<file path="src/rtl/saw_pkg.sv">
package saw_pkg;
  localparam int INT_W  = 12;
  localparam int FRAC_W = 4;
  localparam int ACC_W  = INT_W + FRAC_W;

  typedef logic [ACC_W-1:0] acc_t;
  typedef logic [INT_W-1:0] lvl_t;

  typedef enum logic {DIR_UP = 1'b0, DIR_DOWN = 1'b1} dir_e;

  function automatic acc_t acc_next(input acc_t cur, input acc_t stp, input dir_e d);
    return (d == DIR_UP) ? acc_t'(cur + stp) : acc_t'(cur - stp);
  endfunction
endpackage

</file>
<file path="src/rtl/saw_trig_sel.sv">
module saw_trig_sel #(
  parameter int N_HW  = 3,
  parameter int SEL_W = 2
) (
  input  logic [SEL_W-1:0] src,
  input  logic             sw_req,
  input  logic [N_HW-1:0]  hw_trig,
  output logic             fire,
  output logic             reject
);
  logic [N_HW-1:0] hit;

  for (genvar k = 0; k < N_HW; k++) begin : g_line
    assign hit[k] = hw_trig[k] && (src == SEL_W'(k + 1));
  end

  assign fire   = (src == '0) ? sw_req : |hit;
  assign reject = sw_req && (src != '0);
endmodule

</file>
<file path="src/rtl/saw_accum.sv">
module saw_accum
  import saw_pkg::*;
(
  input  logic clk,
  input  logic rst_n,
  input  logic en,
  input  logic do_load,
  input  logic do_step,
  input  dir_e dir,
  input  lvl_t load_lvl,
  input  acc_t step,
  output acc_t acc_q
);
  always_ff @(posedge clk or negedge rst_n) begin
    if (!rst_n)
      acc_q <= '0;
    else if (en) begin
      if (do_load)
        acc_q <= {load_lvl, {FRAC_W{1'b0}}};
      else if (do_step)
        acc_q <= acc_next(acc_q, step, dir);
    end
  end
endmodule

</file>
<file path="src/rtl/sawtooth_gen.sv">
module sawtooth_gen
  import saw_pkg::*;
#(
  parameter int N_HW  = 3,
  parameter int SEL_W = $clog2(N_HW + 1)
) (
  input  logic               clk,
  input  logic               rst_n,
  input  logic               en,
  input  logic               step_dir,
  input  logic [INT_W-1:0]   rst_value,
  input  logic [ACC_W-1:0]   step_value,
  input  logic [SEL_W-1:0]   rst_src,
  input  logic [SEL_W-1:0]   step_src,
  input  logic               sw_rst_req,
  input  logic               sw_step_req,
  input  logic [N_HW-1:0]    hw_rst_trig,
  input  logic [N_HW-1:0]    hw_step_trig,
  output logic [INT_W-1:0]   sample,
  output logic               rst_err,
  output logic               step_err
);
  logic rst_fire, rst_rej, step_fire, step_rej;
  acc_t acc_q;

  saw_trig_sel #(.N_HW(N_HW), .SEL_W(SEL_W)) u_rsel (
    .src(rst_src), .sw_req(sw_rst_req), .hw_trig(hw_rst_trig),
    .fire(rst_fire), .reject(rst_rej)
  );

  saw_trig_sel #(.N_HW(N_HW), .SEL_W(SEL_W)) u_ssel (
    .src(step_src), .sw_req(sw_step_req), .hw_trig(hw_step_trig),
    .fire(step_fire), .reject(step_rej)
  );

  saw_accum u_acc (
    .clk(clk), .rst_n(rst_n), .en(en),
    .do_load(rst_fire), .do_step(step_fire),
    .dir(dir_e'(step_dir)), .load_lvl(rst_value), .step(step_value),
    .acc_q(acc_q)
  );

  always_ff @(posedge clk or negedge rst_n) begin
    if (!rst_n) begin
      rst_err  <= 1'b0;
      step_err <= 1'b0;
    end else begin
      rst_err  <= rst_rej;
      step_err <= step_rej;
    end
  end

  assign sample = acc_q[ACC_W-1:FRAC_W];
endmodule

</file>
<file path="config.mk">
export PLATFORM = sky130hd
export DESIGN_NAME = sawtooth_gen
export DESIGN_NICKNAME = d
export VERILOG_FILES = /design/src/rtl/saw_pkg.sv /design/src/rtl/saw_trig_sel.sv /design/src/rtl/saw_accum.sv /design/src/rtl/sawtooth_gen.sv
export SDC_FILE = /design/constraint.sdc
export NUM_CORES = 1
export LEC_CHECK = 0
export ABC_AREA = 1
export BUFFER_PORTS_ARGS = -buffer_cell sky130_fd_sc_hd__buf_4
export CAP_MARGIN = 10
export CORE_MARGIN = 10
export CORE_UTILIZATION = 40
export DETAILED_ROUTE_END_ITERATION = 7
export PLACE_DENSITY = 0.62
export REMOVE_ABC_BUFFERS = 1
export SYNTH_ARGS = -nofsm -noshare
export SYNTH_HDL_FRONTEND = slang
export SYNTH_HIERARCHICAL = 1
export SYNTH_SLANG_ARGS = --single-unit
export TNS_END_PERCENT = 50
</file>
<file path="constraint.sdc">
create_clock -name clk -period 2 [get_ports clk]
set_input_delay 0.2 -clock clk [delete_from_list [all_inputs] [get_ports clk]]
set_output_delay 0.2 -clock clk [all_outputs]
set_load 0.05 [all_outputs]
</file>
# ---- Word level (Yosys, flattened, before mapping)
# Cells that the tools add are included.
dict set report totals {
  regBits 18
  latchBits 0
  ramBits 0
  romBits 0
  input_bits 44
  output_inout_bits 14
  word_cells 32
  memories 0
}
dict set report op_classes {
  add_sub_neg 2
  mul 0
  div_mod_pow 0
  order_cmp 0
  eq_ne 6
  shifts 0
  muxes 5
  bitwise_logic 0
  n_reduce_logical 16
}
# op count
set op_table {}
lappend op_table {{2-to-1 mux 16 bit} 3}
lappend op_table {{adder 16 bit} 1}
lappend op_table {{subtractor 16 bit} 1}
lappend op_table {{== test 2 bit (second input constant)} 4}
lappend op_table {{logical AND 1 bit} 8}
lappend op_table {{nonzero test 2 bit} 3}
lappend op_table {{OR reduction 3 bit} 2}
lappend op_table {{== test 2 x 1 -> 1 bit (second input constant)} 2}
lappend op_table {{zero test 2 bit} 2}
lappend op_table {{2-to-1 mux 1 bit} 2}
lappend op_table {{AND reduction 2 bit} 1}

# ---- Logic depth before layout (Yosys ltp)
# Gate-level depths: netlist of the first run.
dict set report logic_depth {
  depth_word 6
  depth_mapped 22
  ltp_nobuf 22
}

# ---- Cells and area by module
# Netlist of the first run, hierarchy kept.
# mod instances cells_each area_each_um2 seq_area_each_um2
set modules_own_cells {}
lappend modules_own_cells {saw_accum 1 322 1971.9 400.4}
lappend modules_own_cells {saw_trig_sel 2 15 60.1 0.0}
lappend modules_own_cells {sawtooth_gen 1 2 50.0 50.0}

# ---- Least setup slack after synthesis of the first run
# No wires, ideal clock.
dict set report synth_path {
  kind {input to register}
  start {input step_value[0]}
  end {register u_acc.acc_q[11]}
  setup_time_ns 0.118
  arrival_time_ns 2.067
  required_ns 1.882
  setup_slack_ns -0.185
  cell_stages 19
  path_buffers 0
  path_cell_list {inv_1 -> ha_1 -> inv_1 -> nor2_1 -> inv_1 -> o41ai_2 -> xnor2_1 -> inv_1 -> ha_1 -> nand2_2 -> inv_1 -> a21oi_1 -> nand2_1 -> nand3_1 -> nand2_1 -> nand2_1 -> nand3_1 -> nand2_1 -> nand2_1}
}
dict set report synth_between {
  elab_chain_len 4
  word_cells_on_any_way 5
  classes_between {add/sub (2); mux (3)}
}
# element line_no
set synth_rtl {}
lappend synth_rtl {{from (decl)} sawtooth_gen.sv:12} ;# input logic [ACC_W-1:0] step_value,
lappend synth_rtl {{adder 16 bit or subtractor 16 bit (tied branches)} saw_pkg.sv:12} ;# return (d == DIR_UP) ? acc_t'(cur + stp) : acc_t'(cur - stp);
lappend synth_rtl {{2-to-1 mux 16 bit (*)} saw_pkg.sv:12}
lappend synth_rtl {{2-to-1 mux 16 bit (*)} saw_accum.sv:20} ;# else if (do_step)
lappend synth_rtl {{2-to-1 mux 16 bit (*)} saw_accum.sv:18} ;# if (do_load)
lappend synth_rtl {{to (signal assigned)} saw_accum.sv:19} ;# acc_q <= {load_lvl, {FRAC_W{1'b0}}};
lappend synth_rtl {{to (signal assigned)} saw_accum.sv:21} ;# acc_q <= acc_next(acc_q, step, dir);
lappend synth_rtl {{to (decl)} saw_accum.sv:12} ;# output acc_t acc_q
# Every way passes the cells marked *; elsewhere a longest branch is shown, timed or not. The select of a mux whose other input is x is not followed.
# A chain may end at the register's enable or synchronous reset.

# ---- Final worst setup path of the first run
dict set report layout_path {
  start {input step_value[1]}
  end {register u_acc.acc_q[13]}
}
# The elaborated chain is that of the path after synthesis.

==> summary.md, run 1 <==
| Metric | Value |
|---|---|
| Clock input transition at the sequential cells of the worst setup and hold paths | `about 0.070 ns` |
| Result of the run | `finished, violations left` |
| Library cell with the highest instance count after synthesis | `sky130_fd_sc_hd__nand2_1` |
| Worst r2r dst | `u_acc/acc_q[14]$_DFFE_PN0P_` |
| I/O Buffers | `57` |
| Commonest cells post-synth | `sky130_fd_sc_hd__nand2_1, sky130_fd_sc_hd__inv_1, sky130_fd_sc_hd__nor2_1, sky130_fd_sc_hd__nand3_1, sky130_fd_sc_hd__dfrtp_1` |
| Number of placed I/O pins | `58` |
| CTS buffer count | `3` |
| Mean area per synthesized cell | `between 6 and 7 sq um` |
| Number of rows created at floorplan | `26` |
| Share of final-layout standard cells stronger than drive strength 1 | `0.384` |
| Leakage power of the design | `1.85 nW` |
| Max-cap violation count | `0` |
| Count of flip-flops with a built-in enable after synthesis | `0` |
| GRT overflow | `0` |
| Nature of the critical path endpoint | `flop` |
| Vias per cell | `4.63` |
| Post-layout utilization of the core | `0.659` |
| CP cell instances | `buf_8 -> inv_4 -> ha_4 -> inv_4 -> nor2_4 -> inv_4 -> nor2_4 -> nand2_2 -> o21ai_2 -> xor2_1 -> ha_1 -> nand2_1 -> nand2_2 -> o21bai_1 -> nor2_1 -> nand2_1 -> nand2_1 -> nand3_1 -> nand2_1 -> nand2_1` |
| Drt first-iter violations | `101` |
| First-pass GRT wire length | `11.0 mm` |
| Vertical die dimension | `slightly above 90 um` |
| Upper clock frequency limit | `~480 MHz` |
| Via count of the first global-routing pass | `2513` |
| Number of antenna repair diodes | `0` |
| Chip width | `93.2 um` |
| Cell Count, Final, Fillers Out | `about 540` |
| Beginning of the worst hold path | `sw_rst_req` |
| Part of the cycle the worst path needs | `1.04` |
| Sequential power share | `0.161` |
| Weighted congestion at the end of routability-driven global placement | `0.874` |
| Slew @ Worst Pin | `0.328 ns` |
| Count of vias placed by the detailed router | `around 2500` |
| Maximum number of pins on one net before global-route repair | `19` |
| R2R depth | `13` |
| Area of the die | `8680 sq um` |
| Endpoint required time on the critical path | `2.15 ns` |
| Reg-to-reg critical path startpoint | `u_acc/acc_q[0]$_DFFE_PN0P_` |
| Placeable core region | `5140 sq um` |
| Arrival time worst endpoint | `2.24 ns` |
| Post-route setup slack | `-0.0865 ns` |
| Detailed-placement wirelength estimate | `5.28 mm` |
| Netlist area before placement | `2140 sq um` |
| Number of cells after detailed placement | `528` |
| Violations in the final reports | `negative setup slack` |
| Routed WL per cell | `12.7 um` |
| Total number of nets in the final design | `around 530` |
| Buffer depth of the longest clock path | `2` |
| Async S/R FF share, synth | `1.00` |
| Critical path launch point type | `input port` |
| H-tree level count | `1` |
| Number of distinct library cells after synthesis | `31` |
| Number of warning messages in the yosys log | `6` |
| Final period demand of the worst path | `2.09 ns` |
| Max-slew violation total from the final report | `0` |
| Post-Route Setup TNS | `-0.219 ns` |
| Initial antenna violation count | `0` |
| Setup Skew | `0.00304 ns` |
| Depth of the critical timing path with buffers and inverters included | `20` |
| Clock tree from TritonCTS | `yes` |
| Share of Yosys cell area claimed by the top area cell type | `0.214` |
| Final hold viol count | `0` |
| Detailed-router iteration count before antenna repair | `5` |
| Worst Setup SP | `step_value[1]` |
| Net Sw Frac | `0.498` |
| Synthesized flop and latch total | `18` |
| Most prevalent standard cell on the critical path | `sky130_fd_sc_hd__nand2_1` |
| Power share of the combinational group | `0.772` |
| Critical path peak fanout | `5` |
| Depth of the worst hold-timing path | `3` |
| Final setup fails | `5` |
| Cell count after synthesis | `between 300 and 400` |
| Clock root cell | `sky130_fd_sc_hd__clkbuf_8` |
| Internal Power | `0.00198 W` |
| Leading area contributor after synthesis | `sky130_fd_sc_hd__nand2_1` |
| Power Density | `1170 nW/um^2` |
| Endpoint of the worst hold-timing path | `rst_err$_DFF_PN0_` |
| Maximum ir drop on the vdd rail | `0.000550 V` |
| Share of power burned in the clock network | `0.067` |
| Max_slew headroom | `0.779` |
| Hold/Removal Path Class | `in -> reg` |
| Unrepaired setup endpoints after global routing | `yes` |
| Clock latency on the worst-skew pair | `0.25 ns` |
| Worst setup path category | `in -> reg` |
| Switching power total | `0.00197 W` |
| Reg2Reg Setup Slack | `0.08 ns` |
| Critical path buffer and inverter count | `4` |
| Crit path max-delay family | `simple AND/OR/NAND/NOR gates` |
| Proportion of synthesized chip area in sequential cells | `0.210` |
| Longest individual stage delay on the worst path | `just over 0.3 ns` |
| Master of the slowest instance on the critical path | `sky130_fd_sc_hd__ha_1` |
| Total length of routed wires | `6.80 mm` |
| Flip-flop cell with the highest count after synthesis | `sky130_fd_sc_hd__dfrtp_1` |
| Post-route ant nets | `0` |
| Cell types occupying the most area after synthesis | `sky130_fd_sc_hd__nand2_1, sky130_fd_sc_hd__dfrtp_1, sky130_fd_sc_hd__inv_1` |
| Initial core utilization | `0.417` |
| Remaining DRCs | `0` |
| Synthesis-to-finish area growth | `58.2%` |
| CTS sink count | `18` |
| GRT Total Usage | `0.149` |
[worst min-delay path, cell delays in order]
cell,delay (ns)
sky130_fd_sc_hd__buf_4,0.11
sky130_fd_sc_hd__inv_1,0.04
sky130_fd_sc_hd__nor2_1,0.03
[layout by cell type, fill, tap and decap left out, types with 8 or more instances in the layout]
cell type	netlist	final
sky130_fd_sc_hd__nor2_1	27	21
sky130_fd_sc_hd__nand2_2	5	15
sky130_fd_sc_hd__o21ai_0	11	9
sky130_fd_sc_hd__ha_1	16	8
sky130_fd_sc_hd__a21oi_1	17	9
sky130_fd_sc_hd__nand3_1	25	24
sky130_fd_sc_hd__ha_4	0	8
sky130_fd_sc_hd__inv_1	58	52
sky130_fd_sc_hd__buf_4	1	110
sky130_fd_sc_hd__xor2_1	16	16
sky130_fd_sc_hd__dfrtp_1	18	18
sky130_fd_sc_hd__nand2_1	122	109
[kinds of logic after synthesis]
| group | after synthesis | share of synthesized area |
|---|---|---|
| DFF | 18 | 0.210 |
| adders and majority gates | 17 | 0.103 |
| AOI/OAI and AO/OA | 44 | 0.119 |
| and+or+nand+nor | 190 | 0.371 |
| buffers and inverters | 66 | 0.119 |
| xor gates and xnor gates | 19 | 0.0777 |
[flip-flops by register name, indices dropped and copies added (netlist names)]
name         flops
step_err         1
u_acc/acc_q     16
rst_err          1
[per-layer routing]
layer | routed length, um | share of wire | track usage | up-vias
li1 | - | - | - | 1330
met1 | 3130 | 0.46 | 0.184 | 1105
met2 | 3340 | 0.49 | 0.268 | 43
met3 | 296 | 0.044 | 0.0264 | 2
met4 | 27 | 0.0040 | 0.0231 | 0
met5 | 0 | 0 | 0 | -
[power groups by stage]
stage,Combinational (W),Sequential (W),Clock [W]
global route,0.00336,0.000660,0.000288
global placement,0.00255,0.000615,0
floorplan,0.00125,0.000944,0
CTS,0.00267,0.000614,0.000278
finish,0.00306,0.000637,0.000263
detailed placement,0.00258,0.000616,0
[what timing repair did]
| action | in CTS | in global routing |
|---|---|---|
| hold buffers | 1 | 0 |
| pin swaps | 20 | 28 |
| setup endpoints to repair | 9 | 12 |
| gates resized for setup | 23 | 46 |
| endpoints found under the hold margin | 18 | 0 |
| buffers inserted | 2 | 2 |
[worst max path at each step]
| stage | to | slack (ns) |
|---|---|---|
| floorplan | u_acc/acc_q[11]$_DFFE_PN0P_ | -0.19 |
| global placement | u_acc/acc_q[13]$_DFFE_PN0P_ | -0.57 |
| detailed placement | u_acc/acc_q[11]$_DFFE_PN0P_ | -0.58 |
| CTS | u_acc/acc_q[13]$_DFFE_PN0P_ | -0.14 |
| global route | u_acc/acc_q[13]$_DFFE_PN0P_ | -0.28 |
| finish | u_acc/acc_q[13]$_DFFE_PN0P_ | -0.09 |
[metrics by stage]
stage	hold slack (ns)	power, W	instance area, sq um	worst slack, ns
floorplan	-0.0956	0.00220	2120	-0.194
global placement	0.0965	0.00317	3020	-0.567
detailed placement	0.100	0.00320	3020	-0.584
CTS	0.162	0.00356	3160	-0.141
global route	0.177	0.00431	3390	-0.278
finish	0.167	0.00396	3390	-0.0865
[final cells by class]
type | instances | area [sq um]
clock buffers | 3 | 41.3
fillers | 460 | 1750
inverters | 61 | 241
multi-input cells | 270 | 1700
flip-flops and latches | 18 | 450
well taps | 70 | 87.6
repair buffers | 114 | 873
Note: power is estimated with default switching activity, not from simulation.
==> inputs of run 2 (changes only) <==
--- a/config.mk
+++ b/config.mk
@@ -13,6 +13,7 @@
 export DETAILED_ROUTE_END_ITERATION = 7
 export PLACE_DENSITY = 0.62
 export REMOVE_ABC_BUFFERS = 1
+export SKIP_CTS_REPAIR_TIMING = 1
 export SYNTH_ARGS = -nofsm -noshare
 export SYNTH_HDL_FRONTEND = slang
 export SYNTH_HIERARCHICAL = 1
==> summary.md, run 2 (synthesis results as in run 1) <==
| Metric | Value |
|---|---|
| Max-slew violation total from the final report | `0` |
| Net Sw Frac | `0.496` |
| Leakage power of the design | `1.85 nW` |
| Detailed-router iteration count before antenna repair | `5` |
| Remaining DRCs | `0` |
| Maximum ir drop on the vdd rail | `0.000501 V` |
| Max-cap violation count | `0` |
| GRT overflow | `0` |
| Critical path peak fanout | `4` |
| Switching power total | `0.00189 W` |
| Arrival time worst endpoint | `between 2 and 2.5 ns` |
| Sequential power share | `0.166` |
| Hold/Removal Path Class | `in -> reg` |
| Endpoint of the worst hold-timing path | `rst_err$_DFF_PN0_` |
| CP cell instances | `buf_8 -> inv_4 -> ha_4 -> inv_4 -> nor2_4 -> inv_4 -> nor2_4 -> buf_4 -> a21oi_2 -> xor2_1 -> inv_1 -> ha_4 -> nand2_1 -> nand2_1 -> a21oi_2 -> nor2_1 -> nor2_1 -> nand2_1 -> nand2_1 -> nand3_1 -> nand2_1 -> nand2_1` |
| Final period demand of the worst path | `2.18 ns` |
| Violations in the final reports | `negative setup slack` |
| Worst r2r dst | `u_acc/acc_q[8]$_DFFE_PN0P_` |
| Result of the run | `finished, violations left` |
| First-pass GRT wire length | `approximately 11 mm` |
| Max_slew headroom | `0.779` |
| Depth of the critical timing path with buffers and inverters included | `22` |
| Reg-to-reg critical path startpoint | `u_acc/acc_q[0]$_DFFE_PN0P_` |
| Register bank with the most flops | `u_acc/acc_q` |
| Via count of the first global-routing pass | `roughly 2500` |
| Post-route setup slack | `-0.175 ns` |
| Clock root cell | `sky130_fd_sc_hd__clkbuf_8` |
| Maximum number of pins on one net before global-route repair | `19` |
| Drt first-iter violations | `103` |
| Final hold viol count | `0` |
| Post-detailed-placement cell area | `3020 sq um` |
| Vias per cell | `4.65` |
| Routed WL per cell | `12.4 um` |
| CTS sink count | `18` |
| I/O Buffers | `57` |
| Registers with the highest flip-flop counts | `u_acc/acc_q (16), rst_err (1), step_err (1)` |
| Clock latency on the worst-skew pair | `around 0.26 ns` |
| Vertical die dimension | `93.2 um` |
| Total length of routed wires | `6.68 mm` |
| H-tree level count | `1` |
| Worst-case hold slack | `~0.17 ns` |
| Power share of the combinational group | `0.762` |
| Placeable core region | `5140 sq um` |
| Power Density | `1140 nW/um^2` |
| Longest individual stage delay on the worst path | `0.27 ns` |
| Initial antenna violation count | `0` |
| Depth of the worst hold-timing path | `3` |
| Cell Count, Final, Fillers Out | `537` |
| Number of placed I/O pins | `58` |
| Total number of nets in the final design | `530` |
| Post-Route Setup TNS | `-0.823 ns` |
| Setup Skew | `0.00996 ns` |
| Nature of the critical path endpoint | `flop` |
| Crit path max-delay family | `simple AND/OR/NAND/NOR gates` |
| Commonest non-fill, non-tap cells in the layout | `sky130_fd_sc_hd__nand2_1, sky130_fd_sc_hd__buf_4, sky130_fd_sc_hd__inv_1, sky130_fd_sc_hd__nor2_1, sky130_fd_sc_hd__nand3_1` |
| Initial core utilization | `0.417` |
| Reg2Reg Setup Slack | `roughly 0.13 ns` |
| CTS buffer count | `3` |
| R2R depth | `12` |
| Number of antenna repair diodes | `0` |
| Internal Power | `0.00192 W` |
| Buffer depth of the longest clock path | `2` |
| Critical path launch point type | `input port` |
| Beginning of the worst hold path | `sw_rst_req` |
| Number of cells after detailed placement | `528` |
| Clock input transition at the sequential cells of the worst setup and hold paths | `around 0.080 ns` |
| Most common library cell in the layout ignoring fill and taps | `sky130_fd_sc_hd__nand2_1` |
| Clock tree from TritonCTS | `yes` |
| Power Total | `~0.0038 W` |
| Final setup fails | `9` |
| Critical path buffer and inverter count | `6` |
| Share of final-layout standard cells stronger than drive strength 1 | `0.368` |
| Post-route ant nets | `0` |
| Slew @ Worst Pin | `0.329 ns` |
| Number of rows created at floorplan | `26` |
| Share of power burned in the clock network | `0.071` |
| Weighted congestion at the end of routability-driven global placement | `0.874` |
| Upper clock frequency limit | `460 MHz` |
| Unrepaired setup endpoints after global routing | `yes` |
| Area of the die | `8680 sq um` |
| Worst setup path category | `in -> reg` |
| Post-route cell area | `~3300 sq um` |
| Detailed-placement wirelength estimate | `5.28 mm` |
| Count of vias placed by the detailed router | `roughly 2500` |
| GRT Total Usage | `0.145` |
| Most prevalent standard cell on the critical path | `sky130_fd_sc_hd__nand2_1` |
| Chip width | `a little over 90 um` |
| Master of the slowest instance on the critical path | `sky130_fd_sc_hd__ha_4` |
| Synthesis-to-finish area growth | `55.2%` |
| Flip-flop count of the largest register, all copies and words added | `16` |
| Endpoint required time on the critical path | `approximately 2.2 ns` |
| Part of the cycle the worst path needs | `1.09` |
run 2: power by group through the flow:
stage	registers, W	clock network, W	logic (W)
finish	0.000633	0.000271	0.00290
global route	0.000654	0.000290	0.00320
CTS	0.000611	0.000278	0.00259
detailed placement	0.000616	0	0.00258
global placement	0.000615	0	0.00255
floorplan	0.000944	0	0.00125
run 2: final cells by class:
class / count / area, sq um
timing repair buffer: 115 / 877
clock buffer: 3 / 41.3
tap: 70 / 87.6
fill: 461 / 1820
multi-input combinational: 270 / 1630
sequential: 18 / 450
inverter: 61 / 239
run 2: tightest hold or removal path, cell delays in order:
cell	delay (ns)
sky130_fd_sc_hd__buf_4	0.11
sky130_fd_sc_hd__inv_1	0.04
sky130_fd_sc_hd__nor2_1	0.04
run 2: worst max-delay path by stage:
stage / slack (ns) / start / end
final: -0.18 / step_value[1] / u_acc/acc_q[13]$_DFFE_PN0P_
after CTS: -0.34 / step_value[0] / u_acc/acc_q[11]$_DFFE_PN0P_
after global placement: -0.57 / step_value[0] / u_acc/acc_q[13]$_DFFE_PN0P_
after global routing: -0.37 / step_value[1] / u_acc/acc_q[13]$_DFFE_PN0P_
after detailed placement: -0.58 / step_value[0] / u_acc/acc_q[11]$_DFFE_PN0P_
after floorplan: -0.19 / step_value[0] / u_acc/acc_q[11]$_DFFE_PN0P_
run 2: per-stage QoR:
step,setup slack [ns],util
global placement,-0.567,0.588
floorplan,-0.194,-
finish,-0.175,0.647
detailed placement,-0.584,0.588
global route,-0.374,0.647
CTS,-0.339,0.596
run 2: layer usage:
| metal | track usage | part of all wire | wire length, um |
|---|---|---|---|
| met5 | 0 | 0 | 0 |
| met4 | 0.0231 | 0.0046 | 31 |
| met3 | 0.0264 | 0.044 | 296 |
| met1 | 0.180 | 0.47 | 3130 |
| met2 | 0.256 | 0.48 | 3230 |
